### config.mk
export PLATFORM = sky130hd
export DESIGN_NAME = exc_entry_ctrl
export DESIGN_NICKNAME = d
export VERILOG_FILES = /design/src/rtl/exc_pkg.sv /design/src/rtl/exc_vec_sel.sv /design/src/rtl/exc_sr_unit.sv /design/src/rtl/exc_cause_unit.sv /design/src/rtl/exc_entry_ctrl.sv
export SDC_FILE = /design/constraint.sdc
export NUM_CORES = 1
export LEC_CHECK = 0
export ABC_AREA = 1
export ABC_CLOCK_PERIOD_IN_PS = 990
export CORE_MARGIN = 8
export CORE_UTILIZATION = 25
export CTS_CLUSTER_SIZE = 14
export DETAILED_ROUTE_END_ITERATION = 8
export PLACE_DENSITY_LB_ADDON = 0.25
export SYNTH_ARGS = -nofsm -noshare
export SYNTH_HDL_FRONTEND = slang
export SYNTH_SLANG_ARGS = --single-unit
### constraint.sdc
create_clock -name clk -period 0.99 [get_ports clk]
set_input_delay 0.1485 -clock clk [delete_from_list [all_inputs] [get_ports clk]]
set_output_delay 0.1485 -clock clk [all_outputs]
set_load 0.05 [all_outputs]
### src/rtl/exc_pkg.sv
package exc_pkg;
  localparam int XLEN   = 32;
  localparam int CODE_W = 5;
  localparam int IP_W   = 8;
  localparam int COP_W  = 2;

  localparam logic [CODE_W-1:0] C_TLBL = 5'd2;
  localparam logic [CODE_W-1:0] C_TLBS = 5'd3;
  localparam logic [CODE_W-1:0] C_ADEL = 5'd4;
  localparam logic [CODE_W-1:0] C_ADES = 5'd5;
  localparam logic [CODE_W-1:0] C_BRK  = 5'd9;
  localparam logic [CODE_W-1:0] C_CPU  = 5'd11;

  localparam int SR_IE   = 0;
  localparam int SR_KU   = 1;
  localparam int SR_BEV  = 22;
  localparam int IP_LO   = 8;
  localparam int CE_LO   = 28;
  localparam int CODE_LO = 2;
  localparam int BD_BIT  = 31;

  function automatic logic [XLEN-1:0] saved_pc(input logic [XLEN-1:0] pc, input logic dly);
    return dly ? pc - XLEN'(4) : pc;
  endfunction

  function automatic logic [XLEN-1:0] sr_pop(input logic [XLEN-1:0] sr);
    return {sr[XLEN-1:4], sr[5:2]};
  endfunction

  function automatic logic is_user_miss(input logic [CODE_W-1:0] c, input logic usr);
    return usr && (c == C_TLBL || c == C_TLBS);
  endfunction
endpackage

### src/rtl/exc_vec_sel.sv
module exc_vec_sel
  import exc_pkg::*;
#(
  parameter logic [XLEN-1:0] BOOT_BASE = 32'hBFC0_0100,
  parameter logic [XLEN-1:0] RUN_BASE  = 32'h8000_0000,
  parameter logic [XLEN-1:0] GEN_OFS   = 32'h0000_0080
) (
  input  logic              bev,
  input  logic              user_miss,
  output logic [XLEN-1:0]   vec
);
  logic [XLEN-1:0] base;
  always_comb begin
    base = bev ? BOOT_BASE : RUN_BASE;
    vec  = base + (user_miss ? '0 : GEN_OFS);
  end
endmodule

### src/rtl/exc_sr_unit.sv
module exc_sr_unit
  import exc_pkg::*;
#(
  parameter logic [XLEN-1:0] SR_RESET = 32'h0040_0000
) (
  input  logic            clk,
  input  logic            rst_n,
  input  logic            enter,
  input  logic            pop,
  input  logic            wr_en,
  input  logic [XLEN-1:0] wr_data,
  output logic [XLEN-1:0] sr
);
  always_ff @(posedge clk or negedge rst_n) begin
    if (!rst_n) begin
      sr <= SR_RESET;
    end else if (enter) begin
      sr[SR_IE] <= 1'b0;
      sr[SR_KU] <= 1'b0;
    end else if (pop) begin
      sr <= sr_pop(sr);
    end else if (wr_en) begin
      sr <= wr_data;
    end
  end
endmodule

### src/rtl/exc_cause_unit.sv
module exc_cause_unit
  import exc_pkg::*;
(
  input  logic              clk,
  input  logic              rst_n,
  input  logic              enter,
  input  logic [CODE_W-1:0] code,
  input  logic [XLEN-1:0]   pc,
  input  logic              dly,
  input  logic [COP_W-1:0]  cop,
  input  logic [XLEN-1:0]   bad_addr,
  input  logic [IP_W-1:0]   pend,
  output logic [XLEN-1:0]   epc,
  output logic [XLEN-1:0]   cause,
  output logic [XLEN-1:0]   badv
);
  logic [XLEN-1:0] cause_nx;
  logic            addr_err;

  always_comb begin
    addr_err = (code == C_ADEL) || (code == C_ADES);
    cause_nx = cause;
    cause_nx[BD_BIT] = dly;
    cause_nx[CE_LO +: COP_W] = (code == C_CPU) ? cop : '0;
    cause_nx[IP_LO +: IP_W] = pend;
    cause_nx[CODE_LO +: CODE_W] = code;
  end

  always_ff @(posedge clk or negedge rst_n) begin
    if (!rst_n) begin
      epc   <= '0;
      cause <= '0;
      badv  <= '0;
    end else if (enter) begin
      epc   <= saved_pc(pc, dly);
      cause <= cause_nx;
      if (addr_err) badv <= bad_addr;
    end
  end
endmodule

### src/rtl/exc_entry_ctrl.sv
module exc_entry_ctrl
  import exc_pkg::*;
#(
  parameter logic [XLEN-1:0] SR_RESET  = 32'h0040_0000,
  parameter logic [XLEN-1:0] BOOT_BASE = 32'hBFC0_0100,
  parameter logic [XLEN-1:0] RUN_BASE  = 32'h8000_0000
) (
  input  logic        clk,
  input  logic        rst_n,
  input  logic        exc_req,
  input  logic [4:0]  exc_code,
  input  logic [31:0] exc_pc,
  input  logic        exc_in_delay,
  input  logic [1:0]  exc_cop,
  input  logic [31:0] exc_bad_addr,
  input  logic        miss_from_user,
  input  logic [7:0]  int_pending,
  input  logic        rfe_req,
  input  logic        sr_wr_en,
  input  logic [31:0] sr_wr_data,
  output logic [31:0] epc_q,
  output logic [31:0] status_q,
  output logic [31:0] cause_q,
  output logic [31:0] badvaddr_q,
  output logic        redirect_valid,
  output logic [31:0] redirect_pc,
  output logic        halt,
  output logic        irq_take
);
  logic            is_brk;
  logic            do_enter;
  logic            do_pop;
  logic [XLEN-1:0] vec;

  assign is_brk   = exc_req && (exc_code == C_BRK);
  assign do_enter = exc_req && !is_brk;
  assign do_pop   = rfe_req && !exc_req;
  assign irq_take = status_q[SR_IE] && (|status_q[IP_LO +: IP_W]);

  exc_vec_sel #(.BOOT_BASE(BOOT_BASE), .RUN_BASE(RUN_BASE)) u_vec (
    .bev(status_q[SR_BEV]),
    .user_miss(is_user_miss(exc_code, miss_from_user)),
    .vec(vec)
  );

  exc_sr_unit #(.SR_RESET(SR_RESET)) u_sr (
    .clk(clk), .rst_n(rst_n), .enter(do_enter), .pop(do_pop),
    .wr_en(sr_wr_en), .wr_data(sr_wr_data), .sr(status_q)
  );

  exc_cause_unit u_cause (
    .clk(clk), .rst_n(rst_n), .enter(do_enter), .code(exc_code),
    .pc(exc_pc), .dly(exc_in_delay), .cop(exc_cop), .bad_addr(exc_bad_addr),
    .pend(int_pending), .epc(epc_q), .cause(cause_q), .badv(badvaddr_q)
  );

  always_ff @(posedge clk or negedge rst_n) begin
    if (!rst_n) begin
      redirect_valid <= 1'b0;
      redirect_pc    <= '0;
      halt           <= 1'b0;
    end else begin
      redirect_valid <= do_enter;
      if (do_enter) redirect_pc <= vec;
      if (is_brk) halt <= 1'b1;
    end
  end
endmodule

==> flow_summary.json <==
{
  "clkSinkCount": 117,
  "power_density_nw_per_um2": 1800,
  "ff2ff_path_depth": 2,
  "rr_endpoint": "redirect_pc[31]",
  "cellLeakagePower_nw": 5.94,
  "gr-total-overflow": 0,
  "hold_start": "exc_pc[2]",
  "status": "finished with violations",
  "cts-buffers-inserted": 17,
  "path_class": "register to output pin",
  "hold_path_depth": 3,
  "cts_buffer_depth": 2,
  "crit_arrival_ns": 1.41,
  "clock_skew_ns": 0.00155,
  "crit_path_start_kind": "register",
  "rsz0062_at_grt": "true",
  "synth_edf_count": 0,
  "track_usage_pct": 15.7,
  "die_h_um": 169,
  "core-area_sq_um": 23300,
  "gpl.final_weighted_congestion": 0.815,
  "place_ws_ns": -0.848,
  "cts_tree": "yes",
  "h-tree-depth": 4,
  "num_vias": 6063,
  "io_buffers": 243,
  "start_util_pct": 25.2,
  "drv_slew": 0,
  "antenna_found_initial": 1,
  "synth_area_sq_um": 5870,
  "finalCritPeriodShare_pct": 157,
  "fillers": 2106,
  "drt_first_pass_iters": 4,
  "yosysWarnings": 0,
  "netlist.top_cell.by_area": "dfrtp_1",
  "routed_wl_mm": 22.9,
  "io_pins": 281,
  "worstPathRequired_ns": 0.84,
  "critical_path.endpoint_type": "output pin",
  "worstReg2RegStart": "redirect_pc[31]",
  "rows": 56,
  "fmax_ghz": 0.642,
  "final_layout_size_suffix_gt1_share_pct": 37.1,
  "die_w_um": 169,
  "synth_area_leaders": "dfrtp_1 49%, nand2_1 15%, buf_4 6.3%",
  "path_max_fanout": 2,
  "nNetsFinal": 1237,
  "synth_area_per_cell_sq_um": 8.01,
  "final.setup.tns_ns": -20.71,
  "hold_class": "input port to register",
  "setup_viol": 126,
  "ys_types": 35,
  "grt_max_degree": 44,
  "dieArea_sq_um": 28600,
  "hold_viol_final": 0,
  "via_per_inst": 4.18,
  "worst_slack_ns": -0.568,
  "ys_seq_elements": 117,
  "wl_per_cell_um": 15.8,
  "antenna_left": 0,
  "peakVddDrop_v": 0.000688,
  "worstSkewPairLatency_ns": 0.41,
  "cts_root_buffer": "clkbuf_16",
  "async_flop_share_pct": 100,
  "synthFlopType": "dfrtp_1",
  "clk_pin_slew_worst_paths_ns": 0.05,
  "synth_top_area_share_pct": 49.4,
  "min_to": "u_cause.epc[2]",
  "area_delta_synth_final_pct": 106,
  "drc_errors": 0,
  "cap_viol_max_count": 0,
  "drt_iter0_markers": 287,
  "grt_pass1_vias": 6091,
  "grt_pass1_wl_mm": 35.1,
  "post-dp-hpwl_mm": 16.4,
  "period_minus_slack_ns": 1.56,
  "synth_cells": 733,
  "rrSetupSlack_ns": 0.11,
  "violations": "negative setup slack",
  "ys_seq_area_share_pct": 49.9
}
## worst max-delay path by stage
stage,startpoint,endpoint,slack (ns),cells after the start
2_1_floorplan,u_sr.sr[13],irq_take,-0.18,2
3_3_place_gp,exc_pc[2],u_cause.epc[30],-0.82,12
3_5_place_dp,exc_pc[2],u_cause.epc[30],-0.85,12
4_1_cts,u_sr.sr[14],irq_take,-0.62,3
5_1_grt,u_sr.sr[13],irq_take,-0.64,3
6_report,u_sr.sr[13],irq_take,-0.57,3
## placed cells by master, fill, tap and decap left out, types with 4 or more instances in the layout
cell type,netlist,routed
a21oi_1,4,4
buf_12,0,138
buf_16,0,7
buf_4,49,117
buf_6,5,19
clkbuf_16,0,19
clkbuf_2,0,8
clkbuf_8,0,4
clkdlybuf4s50_1,0,81
clkinv_2,0,4
conb_1,1,37
dfrtp_1,116,104
dfrtp_2,0,11
dlygate4sd2_1,0,14
dlymetal6s2s_1,0,7
inv_1,74,63
inv_2,4,12
nand2_1,236,230
nand2_2,7,8
nand2_4,1,5
nand3_1,71,67
nand3_2,0,4
nand4_1,8,8
nor2_1,48,22
nor2_2,5,18
nor2_4,4,18
o21ai_0,15,15
o21ai_1,34,34
xor2_1,9,9
## sequential cells by signal, summed over array words and instances, names as in the netlist
register        cells
u_cause.badv       32
redirect_valid      1
u_cause.epc        32
halt                1
u_cause.cause      16
u_sr.sr            32
redirect_pc         3
## power breakdown
part	leakage (nW)	switching (mW)	total [mW]	internal [mW]
clock	0.298	2.26	6.46	4.20
sequential	1.42	0.755	6.25	5.49
combinational	4.22	4.70	9.10	4.40
## layer usage
metal  track usage [%]  part of all wire, %  vias up
li1                  -                    -     2998
met1              18.4                   40     2828
met2              27.0                   51      200
met3              3.93                  6.0       37
met4              6.73                  2.9        0
met5                 0                    0        -
## per-stage QoR
| step | instance area [sq um] | hold slack, ns | total power, mW | instances | utilization, % |
|---|---|---|---|---|---|
| finish | 12100 | 0.0907 | 21.8 | 1450 | 52.0 |
| global route | 12100 | 0.0782 | 22.7 | 1450 | 52.0 |
| CTS | 11700 | 0.0657 | 21.7 | 1413 | 50.2 |
| detailed placement | 10500 | 0.0360 | 14.8 | 1346 | 45.0 |
| global placement | 10500 | 0.0363 | 14.7 | 1346 | 45.0 |
| floorplan | 6170 | -0.147 | 10.1 | 769 | - |
## worst max-delay path, stage by stage, from the launching register on
cell	delay, ns
dfrtp_2	0.42
nor4_4	0.34
a21boi_4	0.09
buf_6	0.16
## cell usage after synthesis (5+ instances only)
master   count
buf_2       14
buf_4       49
buf_6        5
dfrtp_1    116
inv_1       74
nand2_1    236
nand2_2      7
nand3_1     71
nand4_1      8
nor2_1      48
nor2_2       5
nor3_1       5
o21ai_0     15
o21ai_1     34
xor2_1       9
## what timing repair did
action / 4_1_cts / 5_1_grt
buffers inserted: 27 / 35
endpoints found under the setup margin: 242 / 211
pin swaps: 19 / 20
hold endpoints to repair: 116 / 0
hold buffers: 1 / 0
resized for setup: 88 / 70
gates cloned: 8 / 3
## cells by family after synthesis
group           synth area share (%)
flops                           49.9
other cells                   0.0639
xor+xnor                        1.49
simple gates                    28.9
buf+inv                         13.7
compound gates                  5.80
fa+ha+maj                      0.213
## area by class of cell
class                   instances  area (sq um)  area share (%)
diodes                          1          2.50          0.0207
clock buffers                  22           484            4.01
clock inverters                 9           125            1.04
inverters                      78           325            2.69
multi-input cells             503          2570            21.2
flip-flops and latches        117          2950            24.4
well taps                     319           399            3.30
repair buffers                401          5240            43.3
Note: power is estimated with default switching activity, not from simulation.
